### src/rtl/npc_pkg.sv
package npc_pkg;

  localparam int XFER_W = 4;

  typedef enum logic [XFER_W-1:0] {
    XF_NONE      = 4'd0,
    XF_BR_EQ     = 4'd1,
    XF_BR_NE     = 4'd2,
    XF_BR_GTZ    = 4'd3,
    XF_BR_LTZ    = 4'd4,
    XF_BR_GEZ    = 4'd5,
    XF_BR_LEZ    = 4'd6,
    XF_JDIR      = 4'd7,
    XF_JDIR_LINK = 4'd8,
    XF_JREG      = 4'd9,
    XF_JREG_LINK = 4'd10
  } xfer_e;

  typedef enum logic [1:0] {
    SRC_SEQ = 2'd0,
    SRC_BR  = 2'd1,
    SRC_DIR = 2'd2,
    SRC_REG = 2'd3
  } tgt_src_e;

  typedef struct packed {
    tgt_src_e src;
    logic     link;
    logic     link_fixed;
  } xfer_class_t;

endpackage

### src/rtl/npc_decode.sv
module npc_decode
  import npc_pkg::*;
(
  input  logic [XFER_W-1:0] xfer_i,
  output xfer_class_t       cls_o
);

  always_comb begin
    cls_o = '{src: SRC_SEQ, link: 1'b0, link_fixed: 1'b0};
    case (xfer_i)
      XF_BR_EQ, XF_BR_NE, XF_BR_GTZ,
      XF_BR_LTZ, XF_BR_GEZ, XF_BR_LEZ: cls_o.src = SRC_BR;
      XF_JDIR: cls_o.src = SRC_DIR;
      XF_JDIR_LINK: begin
        cls_o.src        = SRC_DIR;
        cls_o.link       = 1'b1;
        cls_o.link_fixed = 1'b1;
      end
      XF_JREG: cls_o.src = SRC_REG;
      XF_JREG_LINK: begin
        cls_o.src  = SRC_REG;
        cls_o.link = 1'b1;
      end
      default: cls_o.src = SRC_SEQ;
    endcase
  end

endmodule

### src/rtl/npc_cond.sv
module npc_cond
  import npc_pkg::*;
#(
  parameter int XLEN = 32
) (
  input  logic [XFER_W-1:0] xfer_i,
  input  logic [XLEN-1:0]   rs_i,
  input  logic [XLEN-1:0]   rt_i,
  output logic              cond_o
);

  logic ops_equal;
  logic rs_negative;
  logic rs_zero;

  assign ops_equal   = (rs_i == rt_i);
  assign rs_negative = rs_i[XLEN-1];
  assign rs_zero     = (rs_i == '0);

  always_comb begin
    case (xfer_i)
      XF_BR_EQ:  cond_o = ops_equal;
      XF_BR_NE:  cond_o = !ops_equal;
      XF_BR_GTZ: cond_o = !rs_negative && !rs_zero;
      XF_BR_LTZ: cond_o = rs_negative;
      XF_BR_GEZ: cond_o = !rs_negative;
      XF_BR_LEZ: cond_o = rs_negative || rs_zero;
      default:   cond_o = 1'b0;
    endcase
  end

endmodule

### src/rtl/npc_target.sv
module npc_target #(
  parameter int XLEN  = 32,
  parameter int OFF_W = 16,
  parameter int JT_W  = 26
) (
  input  logic [XLEN-1:0]  pc_i,
  input  logic [OFF_W-1:0] off_i,
  input  logic [JT_W-1:0]  jtgt_i,
  output logic [XLEN-1:0]  seq_o,
  output logic [XLEN-1:0]  br_o,
  output logic [XLEN-1:0]  dir_o
);

  localparam int INSN_SHIFT = 2;
  localparam int HI_W       = XLEN - JT_W - INSN_SHIFT;
  localparam int EXT_W      = XLEN - OFF_W;

  function automatic logic [XLEN-1:0] f_seq(input logic [XLEN-1:0] pc);
    return pc + XLEN'(1 << INSN_SHIFT);
  endfunction

  function automatic logic [XLEN-1:0] f_branch(input logic [XLEN-1:0]  seq,
                                               input logic [OFF_W-1:0] off);
    logic [XLEN-1:0] ext;
    ext = {{EXT_W{off[OFF_W-1]}}, off};
    return seq + (ext << INSN_SHIFT);
  endfunction

  function automatic logic [XLEN-1:0] f_direct(input logic [XLEN-1:0] seq,
                                               input logic [JT_W-1:0] jt);
    return {seq[XLEN-1 -: HI_W], jt, {INSN_SHIFT{1'b0}}};
  endfunction

  assign seq_o = f_seq(pc_i);
  assign br_o  = f_branch(seq_o, off_i);
  assign dir_o = f_direct(seq_o, jtgt_i);

endmodule

### src/rtl/npc_unit.sv
module npc_unit
  import npc_pkg::*;
#(
  parameter int XLEN     = 32,
  parameter int OFF_W    = 16,
  parameter int JT_W     = 26,
  parameter int RA_W     = 5,
  parameter int LINK_IDX = 31
) (
  input  logic              clk,
  input  logic              rst_n,
  input  logic [XLEN-1:0]   pc_i,
  input  logic [XFER_W-1:0] xfer_i,
  input  logic [XLEN-1:0]   rs_val_i,
  input  logic [XLEN-1:0]   rt_val_i,
  input  logic [OFF_W-1:0]  off_i,
  input  logic [JT_W-1:0]   jtgt_i,
  input  logic [XLEN-1:0]   jreg_i,
  input  logic [RA_W-1:0]   link_rd_i,
  output logic [XLEN-1:0]   npc_o,
  output logic              taken_o,
  output logic              link_we_o,
  output logic [RA_W-1:0]   link_rd_o,
  output logic [XLEN-1:0]   link_val_o
);

  localparam logic [RA_W-1:0] FIXED_RD = RA_W'(LINK_IDX);

  xfer_class_t     cls_w;
  logic            cond_w;
  logic [XLEN-1:0] seq_w;
  logic [XLEN-1:0] br_w;
  logic [XLEN-1:0] dir_w;

  logic            take_w;
  logic [XLEN-1:0] next_w;
  logic [RA_W-1:0] dest_w;
  logic            link_req_w;

  npc_decode u_dec (
    .xfer_i (xfer_i),
    .cls_o  (cls_w)
  );

  npc_cond #(.XLEN(XLEN)) u_cond (
    .xfer_i (xfer_i),
    .rs_i   (rs_val_i),
    .rt_i   (rt_val_i),
    .cond_o (cond_w)
  );

  npc_target #(.XLEN(XLEN), .OFF_W(OFF_W), .JT_W(JT_W)) u_tgt (
    .pc_i   (pc_i),
    .off_i  (off_i),
    .jtgt_i (jtgt_i),
    .seq_o  (seq_w),
    .br_o   (br_w),
    .dir_o  (dir_w)
  );

  always_comb begin
    case (cls_w.src)
      SRC_BR:  take_w = cond_w;
      SRC_DIR: take_w = 1'b1;
      SRC_REG: take_w = 1'b1;
      default: take_w = 1'b0;
    endcase
  end

  always_comb begin
    next_w = seq_w;
    if (take_w) begin
      case (cls_w.src)
        SRC_BR:  next_w = br_w;
        SRC_DIR: next_w = dir_w;
        SRC_REG: next_w = jreg_i;
        default: next_w = seq_w;
      endcase
    end
  end

  assign dest_w     = cls_w.link_fixed ? FIXED_RD : link_rd_i;
  assign link_req_w = take_w && cls_w.link && (dest_w != '0);

  always_ff @(posedge clk) begin
    if (!rst_n) begin
      npc_o      <= '0;
      taken_o    <= 1'b0;
      link_we_o  <= 1'b0;
      link_rd_o  <= '0;
      link_val_o <= '0;
    end else begin
      npc_o      <= next_w;
      taken_o    <= take_w;
      link_we_o  <= link_req_w;
      link_rd_o  <= link_req_w ? dest_w : '0;
      link_val_o <= seq_w;
    end
  end

endmodule

### config.mk
export PLATFORM = sky130hd
export DESIGN_NAME = npc_unit
export DESIGN_NICKNAME = d
export VERILOG_FILES = /design/src/rtl/npc_pkg.sv /design/src/rtl/npc_decode.sv /design/src/rtl/npc_cond.sv /design/src/rtl/npc_target.sv /design/src/rtl/npc_unit.sv
export SDC_FILE = /design/constraint.sdc
export NUM_CORES = 1
export LEC_CHECK = 0
export CAP_MARGIN = 20
export CORE_MARGIN = 3
export CORE_UTILIZATION = 47
export CTS_BUF_LIST = sky130_fd_sc_hd__clkbuf_2
export CTS_CLUSTER_SIZE = 12
export DETAILED_ROUTE_END_ITERATION = 10
export DONT_BUFFER_PORTS = 1
export PLACE_DENSITY = 0.7
export SKIP_LAST_GASP = 1
export SYNTH_ARGS = -nofsm -noshare
export SYNTH_HDL_FRONTEND = slang
export SYNTH_SLANG_ARGS = --single-unit
### constraint.sdc
create_clock -name clk -period 3.7 [get_ports clk]
set_input_delay 0.37 -clock clk [delete_from_list [all_inputs] [get_ports clk]]
set_output_delay 0.37 -clock clk [all_outputs]
set_load 0.02 [all_outputs]
==> flow_summary.yaml <==
status:
  run_status: "complete, no violations"
worst_hold_path:
  hold_path_class: "input pin to flip-flop"
yosys:
  synth_edf_count: 0
  syn-cell-area_um2: 5330
  synth.top_cells.by_area: "dfxtp_1, xor2_1, ha_1"
  synth_fp_nets: 879
  synth-seq-cells: 71
  yosysWarnings: 0
  yosysUniqueCellTypes: 67
  yosysSeqAreaShare_pct: 26.67
  synth_cells: 663
  synth.avg_cell_area_um2: 8.039
  synth_top_cell_area_share_pct: 26.67
  synth_largest_area_cell: "dfxtp_1"
  async_flop_share_pct: 0
  synthFlopType: "dfxtp_1"
job:
  drv_cap: 0
clock_network:
  clock-sinks: 71
  cts_setup_buffers: 0
  htree_levels: 3
  clockRootBuffer: "clkbuf_2"
  ctsLongestPathBuffers: 2
  cts_buffers: 9
  cts_tree: "built"
  clk_pin_slew_ns: 0.26
place:
  dp_hpwl_um: 14600
  dpl_cell_area_um2: 5603
  io_buffers: 0
  routabilityCongestion: 0.9368
  dp.cells: 802
drt:
  num_vias: 5426
  drcViolationCount: 0
  drtPass1Iterations: 8
  ant_nets: 0
  drt-wirelength-per-cell_um: 22.84
  first_iter_violations: 612
  viasPerCell: 6.376
  wl_um: 19440
global_routing:
  antenna_found_initial: 0
  grtUsageMet2_pct: 50.18
  grt_overflow_total: 0
  grt_use_total_pct: 28.96
  met3_usage_pct: 6.685
  grt_pass1_wl_um: 28920
  grt_pass1_vias: 5377
  grtUsageMet1_pct: 33.95
  grt_max_degree: 40
  grt.busiest_layer: "met2"
floorplan:
  die_area_um2: 12650
  die_w_um: 112.5
  ios: 252
  dieHeight_um: 112.5
  core_area_um2: 10980
  initial_core_util_pct: 48.53
  rows: 38
sta:
  slew_violations: 0
  setup_viol: 0
  post-route-min-period_ns: 3.504
  whs_ns: 0.01432
  slew_headroom_pct: 64.13
  timing.setup.tns_ns: 0
  finalHoldViolations: 0
  worst_slew_pin_slew_ns: 0.5322
  fmax_mhz: 285.4
  grt_setup_unrepaired: "false"
  post-route-period-util_pct: 94.70
pwr:
  internal_power_uw: 1348
  power_switching_uw: 813.5
  p_per_area_nw_per_um2: 352.5
  p_sw_share_pct: 37.64
  p_seq_share_pct: 43.2
  peakVddDrop_mv: 0.1898
  pwr-share-clk_pct: 26.4
  comb_power_share_pct: 30.4
  p_leak_uw: 0.002511
finish:
  final_cell_mix: "dfxtp_1, nand2_1, xor2_1"
  drive_above_1_share_pct: 9.845
  final_common_cell: "dfxtp_1"
  design_area_um2: 6131
  instances_no_fill: 851
  area_delta_synth_final_pct: 15.02
  n_antenna_cell: 0
  nets: 922
  fin_util_pct: 55.82
setup_path:
  crit_arrival_ns: 3.99
  cpLargestDelayFamily: "simple AND/OR/NAND/NOR gates"
  max_stage_delay_ns: 0.61
  cp-end-kind: "flip-flop"
  start_kind: "input pin"
  crit_path_cell_trace: "ha_1 -> nand2_1 -> nor2_2 -> and4_2 -> nand2_1 -> xnor2_2 -> ha_1 -> and3_1 -> and4_1 -> o211ai_1 -> a21oi_2 -> o21ai_1 -> xnor2_1 -> a222oi_1 -> dlygate4sd3_1 -> a21oi_1"
  crit_path_top_delay_cell: "dlygate4sd3_1"
  worstPathRequired_ns: 4.19
  path_class: "input pin to flip-flop"
  path_max_fanout: 6
  crit_buf_inv: 1
-- final timing paths --
path	endpoint	start	slack, ns	cells after the start
hold / removal	npc_o[16]	jreg_i[16]	0.01	2
setup / recovery	npc_o[26]	pc_i[2]	0.20	16
-- power by group through the flow --
stage               Clock, uW  Sequential (uW)  Combinational (uW)
CTS                       576              936                 637
floorplan                   0              934                 451
global route              613              939                 721
finish                    570              934                 657
detailed placement          0              951                 592
global placement            0              951                 588
-- synth_stat cells (2+ instances only) --
master / n
a211oi_1: 8
and2_1: 24
buf_2: 4
nand3b_1: 2
ha_1: 34
a21oi_2: 5
a222oi_1: 19
xor2_1: 55
o21bai_1: 2
o221ai_1: 3
a211oi_2: 2
o21ai_0: 35
nor2b_1: 7
xnor2_1: 28
nor3b_1: 5
buf_6: 2
nor2_1: 54
nand3_1: 21
dfxtp_1: 71
or3_1: 2
and4_1: 6
and3_1: 14
clkbuf_1: 21
a221oi_1: 6
a22o_1: 2
mux2i_1: 3
a21oi_1: 39
a21o_1: 9
a31oi_1: 9
nand2b_1: 7
nor3_1: 7
nand4_1: 16
nand2_1: 57
a22oi_1: 2
a211o_1: 3
or2_2: 3
inv_1: 26
o211ai_1: 2
nor4_2: 2
o21a_1: 4
nor4_1: 16
-- cells by family (layout without fill, tap and decap cells) --
kind of cell | count (synthesis) | in the layout | synth area share, %
XOR/XNOR | 83 | 83 | 13.64
AND/OR/NAND/NOR | 250 | 250 | 24.72
AO/OA/AOI/OAI | 165 | 165 | 21.67
flip-flops | 71 | 71 | 26.67
multiplexers | 3 | 3 | 0.5634
adder cells (fa/ha/maj) | 35 | 35 | 8.357
buffers and inverters | 56 | 104 | 4.390
-- what timing repair did --
item | in CTS | in global routing
setup endpoints to repair | 0 | 3
hold buffers | 30 | 2
resized for setup | 0 | 10
endpoints found under the hold margin | 56 | 2
-- state kept, by name (all words and copies together) (netlist names) --
name and count:
taken_o 1, link_rd_o 5, npc_o 32, link_val_o 32
link_we_o 1
-- layout make-up --
cell class	count	area (um2)
clock buffer	9	45.04
clock inverter	7	105.1
fill	988	4852
inverter	27	101.3
multi-input combinational	536	3727
sequential	71	1421
tap	140	175.2
timing repair buffer	61	555.5
-- through the flow --
step                setup WS, ns  total power [uW]
floorplan                 0.3016              1385
global placement        -0.06261              1539
detailed placement      -0.04360              1544
CTS                       0.1183              2148
global route             0.01301              2273
finish                    0.1962              2161
-- metal layers --
metal,part of all wire (%),vias up
met1,39,2528
met4,3.8,0
met5,0,-
li1,-,2507
met3,8.4,62
met2,49,329
Power figures use the tool's default switching activity.
